### src/rtl/gpio_pkg.sv
package gpio_pkg;
  localparam int IDX_W = 4;

  typedef enum logic [IDX_W-1:0] {
    IDX_DOUT = 4'd0,
    IDX_SET  = 4'd1,
    IDX_CLR  = 4'd2,
    IDX_TGL  = 4'd3,
    IDX_DIN  = 4'd4,
    IDX_DIR  = 4'd5
  } gpio_idx_e;
endpackage

### src/rtl/gpio_sync.sv
module gpio_sync #(
  parameter int W = 32,
  parameter int STAGES = 2
) (
  input  logic         clk,
  input  logic         rst_n,
  input  logic [W-1:0] d_async,
  output logic [W-1:0] q_sync
);
  logic [W-1:0] stage_q [STAGES];
  logic [W-1:0] stage_d [STAGES];

  always_comb begin
    stage_d[0] = d_async;
    for (int i = 1; i < STAGES; i++) stage_d[i] = stage_q[i-1];
  end

  generate
    for (genvar g = 0; g < STAGES; g++) begin : g_stage
      always_ff @(posedge clk or negedge rst_n) begin
        if (!rst_n) stage_q[g] <= '0;
        else        stage_q[g] <= stage_d[g];
      end
    end
  endgenerate

  assign q_sync = stage_q[STAGES-1];
endmodule

### src/rtl/gpio_outreg.sv
module gpio_outreg
  import gpio_pkg::*;
#(
  parameter int W = 32
) (
  input  logic             clk,
  input  logic             rst_n,
  input  logic             wr_en,
  input  logic [IDX_W-1:0] wr_idx,
  input  logic [W-1:0]     wr_data,
  output logic [W-1:0]     dout_q,
  output logic [W-1:0]     dir_q
);
  logic [W-1:0] dout_d;
  logic [W-1:0] dir_d;

  always_comb begin
    dout_d = dout_q;
    dir_d  = dir_q;
    if (wr_en) begin
      case (wr_idx)
        IDX_DOUT: dout_d = wr_data;
        IDX_SET:  dout_d = dout_q | wr_data;
        IDX_CLR:  dout_d = dout_q & ~wr_data;
        IDX_TGL:  dout_d = dout_q ^ wr_data;
        IDX_DIR:  dir_d  = wr_data;
        default:  ;
      endcase
    end
  end

  always_ff @(posedge clk or negedge rst_n) begin
    if (!rst_n) begin
      dout_q <= '0;
      dir_q  <= '0;
    end else begin
      dout_q <= dout_d;
      dir_q  <= dir_d;
    end
  end

  p_set_r3: assert property (@(posedge clk) disable iff (!rst_n)
    (wr_en && wr_idx == IDX_SET) |=> dout_q == ($past(dout_q) | $past(wr_data)));
  p_clr_r4: assert property (@(posedge clk) disable iff (!rst_n)
    (wr_en && wr_idx == IDX_CLR) |=> dout_q == ($past(dout_q) & ~$past(wr_data)));
  p_tgl_r5: assert property (@(posedge clk) disable iff (!rst_n)
    (wr_en && wr_idx == IDX_TGL) |=> dout_q == ($past(dout_q) ^ $past(wr_data)));
  p_dir_load_r6: assert property (@(posedge clk) disable iff (!rst_n)
    (wr_en && wr_idx == IDX_DIR) |=> dir_q == $past(wr_data));
  p_din_ro_r7: assert property (@(posedge clk) disable iff (!rst_n)
    (wr_en && wr_idx == IDX_DIN) |=> ($stable(dout_q) && $stable(dir_q)));
endmodule

### src/rtl/gpio_rdmux.sv
module gpio_rdmux
  import gpio_pkg::*;
#(
  parameter int W = 32
) (
  input  logic             clk,
  input  logic             rst_n,
  input  logic             rd_en,
  input  logic [IDX_W-1:0] rd_idx,
  input  logic [W-1:0]     dout,
  input  logic [W-1:0]     dir,
  input  logic [W-1:0]     din_sync,
  output logic [W-1:0]     rdata_q
);
  logic [W-1:0] rdata_d;
  logic [W-1:0] level;

  always_comb begin
    level = (dir & dout) | (~dir & din_sync);
    case (rd_idx)
      IDX_DOUT: rdata_d = dout;
      IDX_DIN:  rdata_d = level;
      IDX_DIR:  rdata_d = dir;
      default:  rdata_d = '0;
    endcase
  end

  always_ff @(posedge clk or negedge rst_n) begin
    if (!rst_n)     rdata_q <= '0;
    else if (rd_en) rdata_q <= rdata_d;
  end

  p_alias_zero_r8: assert property (@(posedge clk) disable iff (!rst_n)
    (rd_en && (rd_idx == IDX_SET || rd_idx == IDX_CLR || rd_idx == IDX_TGL))
    |=> rdata_q == '0);
  p_rd_hold_r11: assert property (@(posedge clk) disable iff (!rst_n)
    !rd_en |=> $stable(rdata_q));
endmodule

### src/rtl/gpio_port32.sv
module gpio_port32
  import gpio_pkg::*;
#(
  parameter int NPINS = 32
) (
  input  logic             clk,
  input  logic             rst_n,
  input  logic             bus_sel,
  input  logic             bus_wr,
  input  logic [IDX_W-1:0] bus_addr,
  input  logic [NPINS-1:0] bus_wdata,
  output logic [NPINS-1:0] bus_rdata,
  input  logic [NPINS-1:0] pad_in,
  output logic [NPINS-1:0] pad_out,
  output logic [NPINS-1:0] pad_oe
);
  logic             rst_meta_q;
  logic             rst_core_n;
  logic             wr_en;
  logic             rd_en;
  logic [NPINS-1:0] din_sync;
  logic [NPINS-1:0] dout_q;
  logic [NPINS-1:0] dir_q;

  always_ff @(posedge clk or negedge rst_n) begin
    if (!rst_n) begin
      rst_meta_q <= 1'b0;
      rst_core_n <= 1'b0;
    end else begin
      rst_meta_q <= 1'b1;
      rst_core_n <= rst_meta_q;
    end
  end

  assign wr_en = bus_sel &  bus_wr;
  assign rd_en = bus_sel & ~bus_wr;

  gpio_sync #(.W(NPINS), .STAGES(2)) u_sync (
    .clk     (clk),
    .rst_n   (rst_core_n),
    .d_async (pad_in),
    .q_sync  (din_sync)
  );

  gpio_outreg #(.W(NPINS)) u_outreg (
    .clk     (clk),
    .rst_n   (rst_core_n),
    .wr_en   (wr_en),
    .wr_idx  (bus_addr),
    .wr_data (bus_wdata),
    .dout_q  (dout_q),
    .dir_q   (dir_q)
  );

  gpio_rdmux #(.W(NPINS)) u_rdmux (
    .clk      (clk),
    .rst_n    (rst_core_n),
    .rd_en    (rd_en),
    .rd_idx   (bus_addr),
    .dout     (dout_q),
    .dir      (dir_q),
    .din_sync (din_sync),
    .rdata_q  (bus_rdata)
  );

  assign pad_out = dout_q;
  assign pad_oe  = dir_q;

  p_oe_follows_r6: assert property (@(posedge clk) disable iff (!rst_core_n)
    (wr_en && bus_addr == IDX_DIR) |=> pad_oe == $past(bus_wdata));
  p_load_r2: assert property (@(posedge clk) disable iff (!rst_core_n)
    (wr_en && bus_addr == IDX_DOUT) |=> pad_out == $past(bus_wdata));
endmodule

### config.mk
export PLATFORM = sky130hd
export DESIGN_NAME = gpio_port32
export DESIGN_NICKNAME = d
export VERILOG_FILES = /design/src/rtl/gpio_pkg.sv /design/src/rtl/gpio_sync.sv /design/src/rtl/gpio_outreg.sv /design/src/rtl/gpio_rdmux.sv /design/src/rtl/gpio_port32.sv
export SDC_FILE = /design/constraint.sdc
export NUM_CORES = 1
export LEC_CHECK = 0
export CAP_MARGIN = 20
export CORE_MARGIN = 4
export CORE_UTILIZATION = 52
export DETAILED_ROUTE_END_ITERATION = 10
export PLACE_DENSITY = 0.81
export SLEW_MARGIN = 0
export SYNTH_ARGS = -nofsm -noshare
export SYNTH_HDL_FRONTEND = slang
export SYNTH_SLANG_ARGS = --single-unit
### constraint.sdc
create_clock -name clk -period 7.2 [get_ports clk]
set_clock_uncertainty 0.2 [all_clocks]
set_input_delay 1.8 -clock clk [delete_from_list [all_inputs] [get_ports clk]]
set_output_delay 1.8 -clock clk [all_outputs]
set_load 0.02 [all_outputs]
==> metrics.md <==
| Metric | Value |
|---|---|
| R2r setup slk | `5.16 ns` |
| Final Hold Fails | `0` |
| Met1 Track Usage GR | `31.2%` |
| Global-route wire length before repair | `33200 um` |
| Die W | `~130 um` |
| Fin nets | `982` |
| Mapped Area | `around 0.008 mm2` |
| Die area | `between 0.015 and 0.02 mm2` |
| Synthesized instance count | `691` |
| Max-slew violations | `0` |
| IR drop worst, VDD | `0.171 mV` |
| Hold Path Origin | `u_sync.stage_d[7]` |
| CP Class | `input port to flip-flop` |
| CTS Root Cell | `clkbuf_16` |
| Crit end category | `flip-flop` |
| WP depth | `7` |
| DIE HEIGHT | `132 um` |
| Met3 Track Usage GR | `slightly below 7%` |
| CTS sink cnt | `162` |
| DRC violations left | `0` |
| Cell area power density | `266 mW/mm2` |
| Layout cell share with drive strength beyond 1 | `12.8%` |
| Final setup viols | `0` |
| Cell family with most CP delay | `buffers and inverters` |
| IO Port Bufs | `167` |
| Crit path max fanout | `31` |
| Tightest Pin Transition | `0.961 ns` |
| Max-slew headroom | `between 30 and 40%` |
| Count of boundary I/O pins | `~170` |
| Slowest stage delay, CP | `0.57 ns` |
| RSZ-0062 raised after global routing | `false` |
| Number of setup buffers added after CTS | `0` |
| Tot Pwr | `2.79 mW` |
| Post-route ant nets | `0` |
| HPWL Detailed | `around 13000 um` |
| Outcome | `finished clean` |
| Area delta synth->final | `30.8%` |
| DRT Pass-1 Iters | `5` |
| Register area share after synthesis | `50.6%` |
| Via density | `~5.6` |
| Hold_buf cts | `0` |
| Critical path launch point type | `input port` |
| Fillers | `between 1000 and 1500` |
| Hold endpoint | `u_sync.q_sync[7]` |
| MaxCap Viol Count | `0` |
| Routed len/inst | `a little under 20 um` |
| Worst path bufs/invs | `3` |
| Worst-path clk slew | `around 0.060 ns` |
| CTS H-Tree Depth | `4` |
| Syn_nets | `between 800 and 900` |
| Reg2reg start | `rst_core_n` |
| Initial core utilization | `52.9%` |
| CTS resizes | `0` |
| Setup TNS Final | `0 ns` |
| Synthesized flop and latch total | `162` |
| CP max stage cell | `nor2_4` |
| Core area | `0.0151 mm2` |
| Leakage | `4.69 nW` |
| Maximum achievable frequency | `236 MHz` |
| Min-Delay Path Class | `flip-flop to flip-flop` |
| Total CTS buffers | `17` |
| Congestion Overflow GR | `0` |
| Vias in the first global route | `6444` |
| Hold path cells | `0` |
| WP data required | `7.31 ns` |
| Row Count | `45` |
| Grt met2 use | `about two fifths` |
| Depth of the most critical reg-to-reg path | `2` |
| Synth Area per Inst | `11.6 um2` |
| Initial antenna violation count | `0` |
| Top Usage Layer GRT | `met2` |
| Critical Path AT | `between 4 and 5 ns` |
| Worst-path cell chain | `buf_2 > buf_4 > nor3b_1 > nand2_1 > nor2_4 > buf_16 > mux2_2` |
| Detailed router's first-iteration violation count | `481` |
| Clk buf depth | `2` |
| Total Routing Usage GR | `around a quarter` |
| Crit path time final | `4.24 ns` |
| Cell variety after synth | `39` |
| Ant diodes | `0` |
| CTS tree | `done` |
| Largest net degree at the start of global routing | `just under 90` |
| Fin crit share | `58.9%` |
| Ys Warns | `0` |
| GPL Wtd Cong | `0.829` |
| Clk_lat worst skew | `0.42 ns` |
| Routed wire length | `20300 um` |
| Via count | `5880` |
| Reg2reg end | `u_sync.stage_d[7]` |
==> cells by family after synthesis <==
kind of cell | share of synthesized area (%)
buf+inv | 7.15
fa+ha+maj | 9.99
mux | 14.0
other cells | 0.0468
simple gates | 9.62
compound gates | 8.56
flops | 50.6
==> cells in the final DEF (no fill, tap or decap), drive strengths merged <==
cell type / synthesis / routed
nor4: 1 / 1
clkinvlp: 0 / 3
conb: 1 / 1
nand3b: 17 / 17
o31ai: 6 / 6
nor3: 1 / 1
nor3b: 10 / 10
clkbuf: 18 / 20
mux2i: 10 / 10
nand2: 65 / 65
a221o: 11 / 11
and3b: 1 / 1
and2: 1 / 1
a22oi: 1 / 1
or4b: 1 / 1
or4: 2 / 2
a221oi: 5 / 5
nor2b: 12 / 12
o21ai: 66 / 66
bufinv: 0 / 4
nand3: 11 / 11
nor2: 18 / 18
a311oi: 4 / 4
mux4: 32 / 32
o211ai: 11 / 11
or3b: 4 / 4
clkdlybuf4s50: 0 / 164
dfrtp: 162 / 162
inv: 101 / 102
buf: 22 / 12
a211oi: 4 / 4
clkinv: 0 / 4
ha: 64 / 64
mux2: 27 / 27
nand2b: 2 / 2
==> metrics by stage <==
stage,hold slack [ns],cell area (um2),instances,worst slack [ns],utilization (%)
6_report,0.146,10500,1047,2.96,69.2
5_1_grt,0.153,10500,1047,2.82,69.2
4_1_cts,0.149,10400,1044,2.76,68.7
3_5_place_dp,0.135,9780,1012,2.33,64.5
3_3_place_gp,0.132,9780,1012,2.44,64.5
2_1_floorplan,0.131,8010,691,2.15,-
==> cell type report <==
type,instances,area (um2),area share [%]
clock buffer,20,457,4.36
clock inverter,12,179,1.71
inverter,101,379,3.62
multi-input combinational,388,3400,32.4
sequential,162,4060,38.7
tap,188,235,2.24
timing repair buffer,176,1770,16.9
==> synth_stat cells <==
cell type | n | area [um2]
o31ai_1 | 6 | 45.0
buf_1 | 1 | 3.75
nor3b_2 | 1 | 12.5
nand3b_1 | 17 | 128
buf_2 | 17 | 85.1
buf_4 | 2 | 15.0
o21ai_0 | 58 | 290
a221o_2 | 1 | 11.3
or4_1 | 2 | 15.0
nor4_4 | 1 | 21.3
nor2_1 | 17 | 63.8
nor2b_1 | 12 | 75.1
or4b_1 | 1 | 10.0
inv_1 | 101 | 379
and3b_1 | 1 | 8.76
mux2_2 | 24 | 270
o211ai_1 | 11 | 82.6
mux4_2 | 32 | 721
or3b_2 | 4 | 35.0
nor3_2 | 1 | 10.0
conb_1 | 1 | 3.75
and2_1 | 1 | 6.26
dfrtp_1 | 162 | 4050
nor3b_1 | 9 | 67.6
buf_6 | 2 | 22.5
a221oi_1 | 5 | 43.8
a211oi_1 | 4 | 30.0
clkbuf_1 | 18 | 67.6
a311oi_1 | 4 | 35.0
nand2b_1 | 2 | 12.5
nor2_2 | 1 | 6.26
ha_1 | 64 | 801
mux2_1 | 3 | 33.8
a22oi_1 | 1 | 7.51
o21ai_1 | 8 | 40.0
a221o_1 | 10 | 100
mux2i_1 | 10 | 100
nand2_1 | 65 | 244
nand3_1 | 11 | 55.1
==> state kept, by name, indices dropped and copies added, names as in the netlist <==
signal,count
u_outreg.dout_q,32
u_outreg.dir_q,32
u_rdmux.rdata_q,32
u_sync.stage_d,32
u_sync.q_sync,32
rst_meta_q,1
rst_core_n,1
==> power by group <==
part / internal, mW / switching (mW)
Combinational: 0.344 / 0.339
Sequential: 1.02 / 0.117
Clock: 0.599 / 0.368
Total: 1.96 / 0.824
==> worst max-delay path by stage <==
stage | from | end
detailed placement | bus_addr[2] | u_outreg.dir_q[7]
global route | bus_addr[2] | u_outreg.dir_q[28]
finish | bus_addr[2] | u_outreg.dir_q[28]
global placement | bus_addr[2] | u_outreg.dir_q[27]
floorplan | rst_core_n | u_outreg.dir_q[0]
CTS | bus_addr[2] | u_outreg.dir_q[7]
==> layer usage <==
metal	routed length [um]	part of all wire, %
met4	377	1.9
met5	0	0
met1	8750	43
met3	1400	6.9
met2	9740	48
Note: power is estimated with default switching activity, not from simulation.
